<file path="src/rtl/lat_cmd_rx.sv">
module lat_cmd_rx #(
  parameter int DW         = 16,
  parameter int CH         = 16,
  parameter int LINES      = 48,
  parameter int CNT_GS     = 1,
  parameter int CNT_SYNC   = 3,
  parameter int CNT_RDCTL  = 5,
  parameter int CNT_RDLOD  = 7,
  parameter int CNT_WRCTL  = 11,
  parameter logic [6:0] BRIGHT_RST = 7'h36,
  localparam int CHW = $clog2(CH),
  localparam int LNW = $clog2(LINES)
) (
  input  logic           clk,
  input  logic           rst_n,
  input  logic           ser_clk,
  input  logic           ser_din,
  input  logic           ser_lat,
  input  logic [DW-1:0]  open_led,
  output logic           ser_dout,
  output logic           gs_wr,
  output logic [DW-1:0]  gs_data,
  output logic [CHW-1:0] gs_chan,
  output logic [LNW-1:0] gs_line,
  output logic           frame_sync,
  output logic [6:0]     cfg_bright,
  output logic [1:0]     cfg_lod_thr,
  output logic           cfg_open_rm,
  output logic           cfg_psave,
  output logic           cfg_dual_edge
);
  localparam int CW = $clog2(CNT_WRCTL + 2);
  localparam logic [CW-1:0] CNT_MAX = {CW{1'b1}};
  localparam logic [CW-1:0] K_GS    = CW'(CNT_GS);
  localparam logic [CW-1:0] K_SYNC  = CW'(CNT_SYNC);
  localparam logic [CW-1:0] K_RDCTL = CW'(CNT_RDCTL);
  localparam logic [CW-1:0] K_RDLOD = CW'(CNT_RDLOD);
  localparam logic [CW-1:0] K_WRCTL = CW'(CNT_WRCTL);
  localparam logic [DW-1:0] CTRL_MASK = DW'(16'h0FFF);
  localparam logic [DW-1:0] CTRL_RST  = DW'({4'h0, 1'b0, 1'b0, 1'b1, 2'b00, BRIGHT_RST});
  localparam logic [CHW-1:0] CH_LAST = CHW'(CH - 1);
  localparam logic [LNW-1:0] LN_LAST = LNW'(LINES - 1);

  logic           sclk_q, lat_q;
  logic [DW-1:0]  shift, ctrl;
  logic [CW-1:0]  cnt;
  logic [CHW-1:0] chan;
  logic [LNW-1:0] line;

  wire sclk_rise = ser_clk & ~sclk_q;
  wire lat_fall  = lat_q & ~ser_lat;

  assign ser_dout      = shift[DW-1];
  assign cfg_bright    = ctrl[6:0];
  assign cfg_lod_thr   = ctrl[8:7];
  assign cfg_open_rm   = ctrl[9];
  assign cfg_psave     = ctrl[10];
  assign cfg_dual_edge = ctrl[11];

  always_ff @(posedge clk) begin
    if (!rst_n) begin
      sclk_q     <= 1'b0;
      lat_q      <= 1'b0;
      shift      <= '0;
      ctrl       <= CTRL_RST;
      cnt        <= '0;
      chan       <= '0;
      line       <= '0;
      gs_wr      <= 1'b0;
      gs_data    <= '0;
      gs_chan    <= '0;
      gs_line    <= '0;
      frame_sync <= 1'b0;
    end else begin
      sclk_q     <= ser_clk;
      lat_q      <= ser_lat;
      gs_wr      <= 1'b0;
      frame_sync <= 1'b0;
      if (lat_fall) begin
        cnt <= '0;
        if (cnt == K_GS) begin
          gs_wr   <= 1'b1;
          gs_data <= shift;
          gs_chan <= chan;
          gs_line <= line;
          if (chan == CH_LAST) begin
            chan <= '0;
            line <= (line == LN_LAST) ? '0 : line + 1'b1;
          end else begin
            chan <= chan + 1'b1;
          end
        end else if (cnt == K_SYNC) begin
          frame_sync <= 1'b1;
          chan       <= '0;
          line       <= '0;
        end else if (cnt == K_WRCTL) begin
          ctrl <= shift & CTRL_MASK;
        end else if (cnt == K_RDCTL) begin
          shift <= ctrl;
        end else if (cnt == K_RDLOD) begin
          shift <= open_led;
        end
      end else if (sclk_rise) begin
        shift <= {shift[DW-2:0], ser_din};
        if (ser_lat && cnt != CNT_MAX) cnt <= cnt + 1'b1;
      end
    end
  end
endmodule

</file>
<file path="config.mk">
export PLATFORM = sky130hd
export DESIGN_NAME = lat_cmd_rx
export DESIGN_NICKNAME = d
export VERILOG_FILES = /design/src/rtl/lat_cmd_rx.sv
export SDC_FILE = /design/constraint.sdc
export NUM_CORES = 1
export LEC_CHECK = 0
export CORE_MARGIN = 3
export CORE_UTILIZATION = 46
export DETAILED_ROUTE_END_ITERATION = 16
export PLACE_DENSITY = 0.82
export SLEW_MARGIN = 10
export SYNTH_ARGS = -nofsm -noshare
export SYNTH_HDL_FRONTEND = slang
export SYNTH_SLANG_ARGS = --single-unit
</file>
<file path="constraint.sdc">
create_clock -name clk -period 1.69 [get_ports clk]
set_input_delay 0.338 -clock clk [delete_from_list [all_inputs] [get_ports clk]]
set_output_delay 0.338 -clock clk [all_outputs]
set_load 0.02 [all_outputs]
</file>
Word level (Yosys, flattened, before mapping)
Cells that the tools add are included.
{ "word_totals": {"ff_bits": 72, "word_cells": 64} }
{ "op_classes": {"n_mux": 16, "eq_ne": 13, "bitwise_logic": 8, "addsub": 3, "reduce_logical": 12} }
{ "ops": {"columns": ["cell", "count"], "rows": [
  ["$mux 16", 7],
  ["$mux 6", 4],
  ["$mux 4", 3],
  ["$add 4x1->4 const B", 2],
  ["$eq 4x3->1 const B", 2],
  ["$eq 4x4->1 const B", 2],
  ["$reduce_and 2->1", 4],
  ["$add 6x1->6 const B", 1],
  ["$eq 6x6->1 const B", 1],
  ["$ne 2x2->1 const B", 3],
  ["$not 1->1", 6],
  ["$reduce_and 5->1", 1],
  ["$eq 4x1->1 const B", 1],
  ["$eq 4x2->1 const B", 1],
  ["$ne 4x4->1 const B", 1],
  ["$reduce_and 4->1", 1],
  ["$reduce_bool 2->1", 2],
  ["$ne 3x1->1 const B", 1],
  ["$reduce_and 3->1", 1],
  ["$reduce_or 3->1", 1],
  ["$and 1x1->1", 2],
  ["$mux 1", 2],
  ["$ne 2x1->1 const B", 1],
  ["$reduce_or 2->1", 1],
  ["$logic_and 1x1->1", 1]
]} }

Depth between registers and ports, before layout
{ "depth": {"ltp_word": 7, "mapped_depth": 9, "depth_no_buf": 6} }

Worst setup path before layout
Ideal clock, no wire load.
{ "synth_timing": {"path_kind": "register to register", "start": "register cnt[0]", "end": "register line[5]", "setup_slack_ns": -0.039, "arrival_ns": 1.628, "n_path_buf": 1, "stages_incl_launch_ff": 7, "required_time_ns": 1.589, "period_less_slack_ns": 1.729, "cell_sequence": "dfxtp_1 ha_1 or3b_1 buf_2 o211a_1 o31a_1 o41ai_1"} }
{ "synth_via": {"elab_chain_cells": 3} }
{ "synth_rtl": {"columns": ["element", "line_no", "text"], "rows": [
  ["start, declared", "46", "logic [CW-1:0] cnt;"],
  ["start signal, assigned", "105", "if (ser_lat && cnt != CNT_MAX) cnt <= cnt + 1'b1;"],
  ["$eq 4x1->1 / $eq 4x2->1 (equally long branches)", "81, 92", null],
  ["$ne 2x1->1 (no source line) / $reduce_bool 2->1 (equally long branches)", null, null],
  ["$reduce_and 3->1 (no source line)", null, null],
  ["end signal, assigned", "88", "line <= (line == LN_LAST) ? '0 : line + 1'b1;"],
  ["end, declared", "48", "logic [LNW-1:0] line;"]
]} }
Parallel ways exist; a longest one is shown, timed or not.
A chain may end at the register's enable or synchronous reset.

Worst setup path after layout
{ "layout_timing": {"start": "register cnt[1]", "end": "register shift[2]"} }
{ "layout_via": {"elab_chain_cells": 6} }
{ "layout_rtl": {"columns": ["element", "line_no", "text"], "rows": [
  ["$eq 4x3->1", "98", "end else if (cnt == K_RDCTL) begin"],
  ["$mux 16", "98", null],
  ["$mux 16", "96", "end else if (cnt == K_WRCTL) begin"],
  ["$mux 16", "92", "end else if (cnt == K_SYNC) begin"],
  ["$mux 16", "81", "if (cnt == K_GS) begin"],
  ["$mux 16", "79", "if (lat_fall) begin"],
  ["end signal, assigned", "99", "shift <= ctrl;"],
  ["end signal, assigned", "101", "shift <= open_led;"],
  ["end signal, assigned", "104", "shift <= {shift[DW-2:0], ser_din};"],
  ["end, declared", "45", "logic [DW-1:0] shift, ctrl;"]
]} }
Parallel ways exist; a longest one is shown, timed or not. The select of a mux whose other input is x is not followed.

==> out/qor.csv <==
metric,value,unit
status,finished with violations,
violations,setup timing,
crit_fanout,5,
place_congestion,0.846,
antenna_found_initial,0,
synth_nets,403,
drt-total-wl,8440,µm
final_net_count,489,
die_x,88.6,µm
numCtsBuffers,9,
vias,3106,
rsz0062_at_grt,yes,
finalWorstSetupSlack,-0.0247,ns
yosys.area.top_type_share,0.459,
core,6490,µm²
grt_max_degree,39,
slew_violations,0,
critPathKind,flop to flop,
drive_gt1_frac,0.171,
yosysTopAreaCell,dfxtp_1,
synth_edf_count,0,
reg2reg_from,cnt[1],
leakagePower,1.63,nW
fillCellCount,509,
grtUsageTotal,0.210,
vias_per_cell,5.69,
critPathArrivalTime,1.98,ns
finalSetupViolCount,10,
drt_first_pass_iters,5,
cts-htree-levels,3,
synth_cells,378,
hpwlAfterDp,5570,µm
skew,0.00813,ns
hold_path_class,flop to flop,
cts_sinks,72,
ant_nets,0,
yosys_warnings,0,
ioPinCount,62,
netlist_top_cells_count,"107 x nand2_1, 72 x dfxtp_1, 46 x a21oi_1",
clockBufferDepth,2,
drc,0,
die_area,7860,µm²
clockRootBuffer,clkbuf_8,
timing.final.crit_share,1.01,
synth_area,3140,µm²
syn_avg_cell_area,8.31,µm²
start_util,0.484,
postPlaceCellArea,4050,µm²
synth-seq-cells,72,
async_reset_ff_frac,0,
max_freq,583,MHz
wl_per_cell,15.4,µm
finalHoldViolations,0,
synth_cell_types,43,
post-synth-top-count-cell,nand2_1,
yosys-top-cells-area,"dfxtp_1 46%, nand2_1 13%, a21oi_1 7.3%",
grt_overflow,0,
p_per_area,748,nW/µm²
drt-initial-drc-count,212,
crit_required,1.95,ns
setup_tns,-0.108,ns
post-place-ws,-0.255,ns
synth-seq-area-share,0.459,
slew_headroom,0.715,
fin_crit,1.71,ns
grt_pass1_wl,13000,µm
final_core_util,0.677,
grt_pass1_vias,2801,
tightest_slew,0.427,ns
worst_setup_path_start_kind,flop,
clkTransAtPathRegs,0.07,ns
die_y,88.6,µm
design_area,4390,µm²
num_antenna_cells,0,
hold_start,gs_line[4],
cp-end-kind,flop,
synth_flop_cell,dfxtp_1,
clk_latency,0.33,ns
peakVddDrop,420,µV
maxCapViolations,0,
io_buffers,61,
rows,29,
startpoint,cnt[1],
cts_tree,built,
area_growth,39.9,%
==> worst max-delay path, cell delays in order (launching register included) <==
cell and delay (ns):
dfxtp_2 0.34, inv_2 0.04, ha_4 0.15, buf_6 0.12, o21ba_4 0.23, a22oi_2 0.37, buf_4 0.22, nand2_1 0.06
a21oi_1 0.12
==> metrics by stage <==
step | hold slack, ns | total power, W | std cells
6_report | 0.452 | 0.00329 | 546
5_1_grt | 0.472 | 0.00338 | 546
4_1_cts | 0.456 | 0.00326 | 540
3_5_place_dp | 0.447 | 0.00198 | 524
3_3_place_gp | 0.443 | 0.00197 | 524
2_1_floorplan | 0.445 | 0.00186 | 378
==> registers in the layout (all words and copies together) (netlist names), 4 cells and up <==
signal   cells
ctrl        12
chan         4
cnt          4
gs_chan      4
line         6
shift       16
gs_data     16
gs_line      6
==> power breakdown <==
group	internal (W)	total, W	switching [W]
clock	0.000675	0.00131	0.000634
sequential	0.00171	0.00172	0.00000979
combinational	0.000133	0.000264	0.000132
total	0.00251	0.00329	0.000775
==> metal layers <==
metal | up-vias | global-route usage | wire length [µm]
met5 | - | 0 | 0
met2 | 147 | 0.354 | 4130
met4 | 0 | 0.0591 | 115
met3 | 16 | 0.0372 | 611
met1 | 1459 | 0.275 | 3580
li1 | 1484 | - | -
==> cells by family after synthesis <==
logic type / synth area share
xor gates and xnor gates: 0.00836
muxes: 0.0382
and+or+nand+nor: 0.251
buffers and inverters: 0.0510
adders and majority gates: 0.0159
AOI/OAI and AO/OA: 0.177
DFF: 0.459
==> cell usage in the layout (no fill, tap or decap), types with 2 or more instances in the layout <==
| master | count |
|---|---|
| o21ai_0 | 3 |
| nor3b_2 | 2 |
| clkdlybuf4s50_1 | 51 |
| ha_1 | 2 |
| and3b_1 | 2 |
| and3_1 | 2 |
| nand3_1 | 23 |
| a211oi_1 | 2 |
| buf_6 | 8 |
| dlymetal6s2s_1 | 9 |
| dfxtp_1 | 70 |
| nor3b_1 | 2 |
| a21oi_1 | 41 |
| a31oi_1 | 2 |
| clkinvlp_4 | 2 |
| a32o_1 | 12 |
| nor3_1 | 4 |
| nand3b_1 | 3 |
| o2111ai_1 | 2 |
| nor2b_1 | 3 |
| a21oi_2 | 5 |
| o211a_1 | 3 |
| a21o_1 | 4 |
| buf_12 | 6 |
| xnor2_1 | 3 |
| nand2_2 | 2 |
| mux2i_1 | 12 |
| and2_1 | 2 |
| clkbuf_8 | 9 |
| nand4b_1 | 2 |
| nor2_1 | 14 |
| nand2_1 | 105 |
| buf_4 | 28 |
| clkinv_2 | 3 |
==> what timing repair did <==
action,CTS,global route
resized for setup,3,36
pin swaps,0,9
cloned,0,3
endpoints found under the hold margin,0,0
endpoints found under the setup margin,15,48
hold buffers,0,0
setup buffers,0,3
==> cell type report <==
type	instances	area [µm²]	area share
multi-input cells	275	1600	0.364
clock inverters	6	60.1	0.0137
clock buffers	10	128	0.0290
flip-flops and latches	72	1450	0.329
well taps	77	96.3	0.0219
inverters	3	11.3	0.00256
repair buffers	103	1050	0.239
==> final timing paths <==
kind	endpoint	slack, ns	cells after the start
max reg2reg	shift[2]	-0.02	8
min	gs_line[4]	0.45	2
min reg2reg	gs_line[4]	0.45	2
max	shift[2]	-0.02	8
Note: power is estimated with default switching activity, not from simulation.
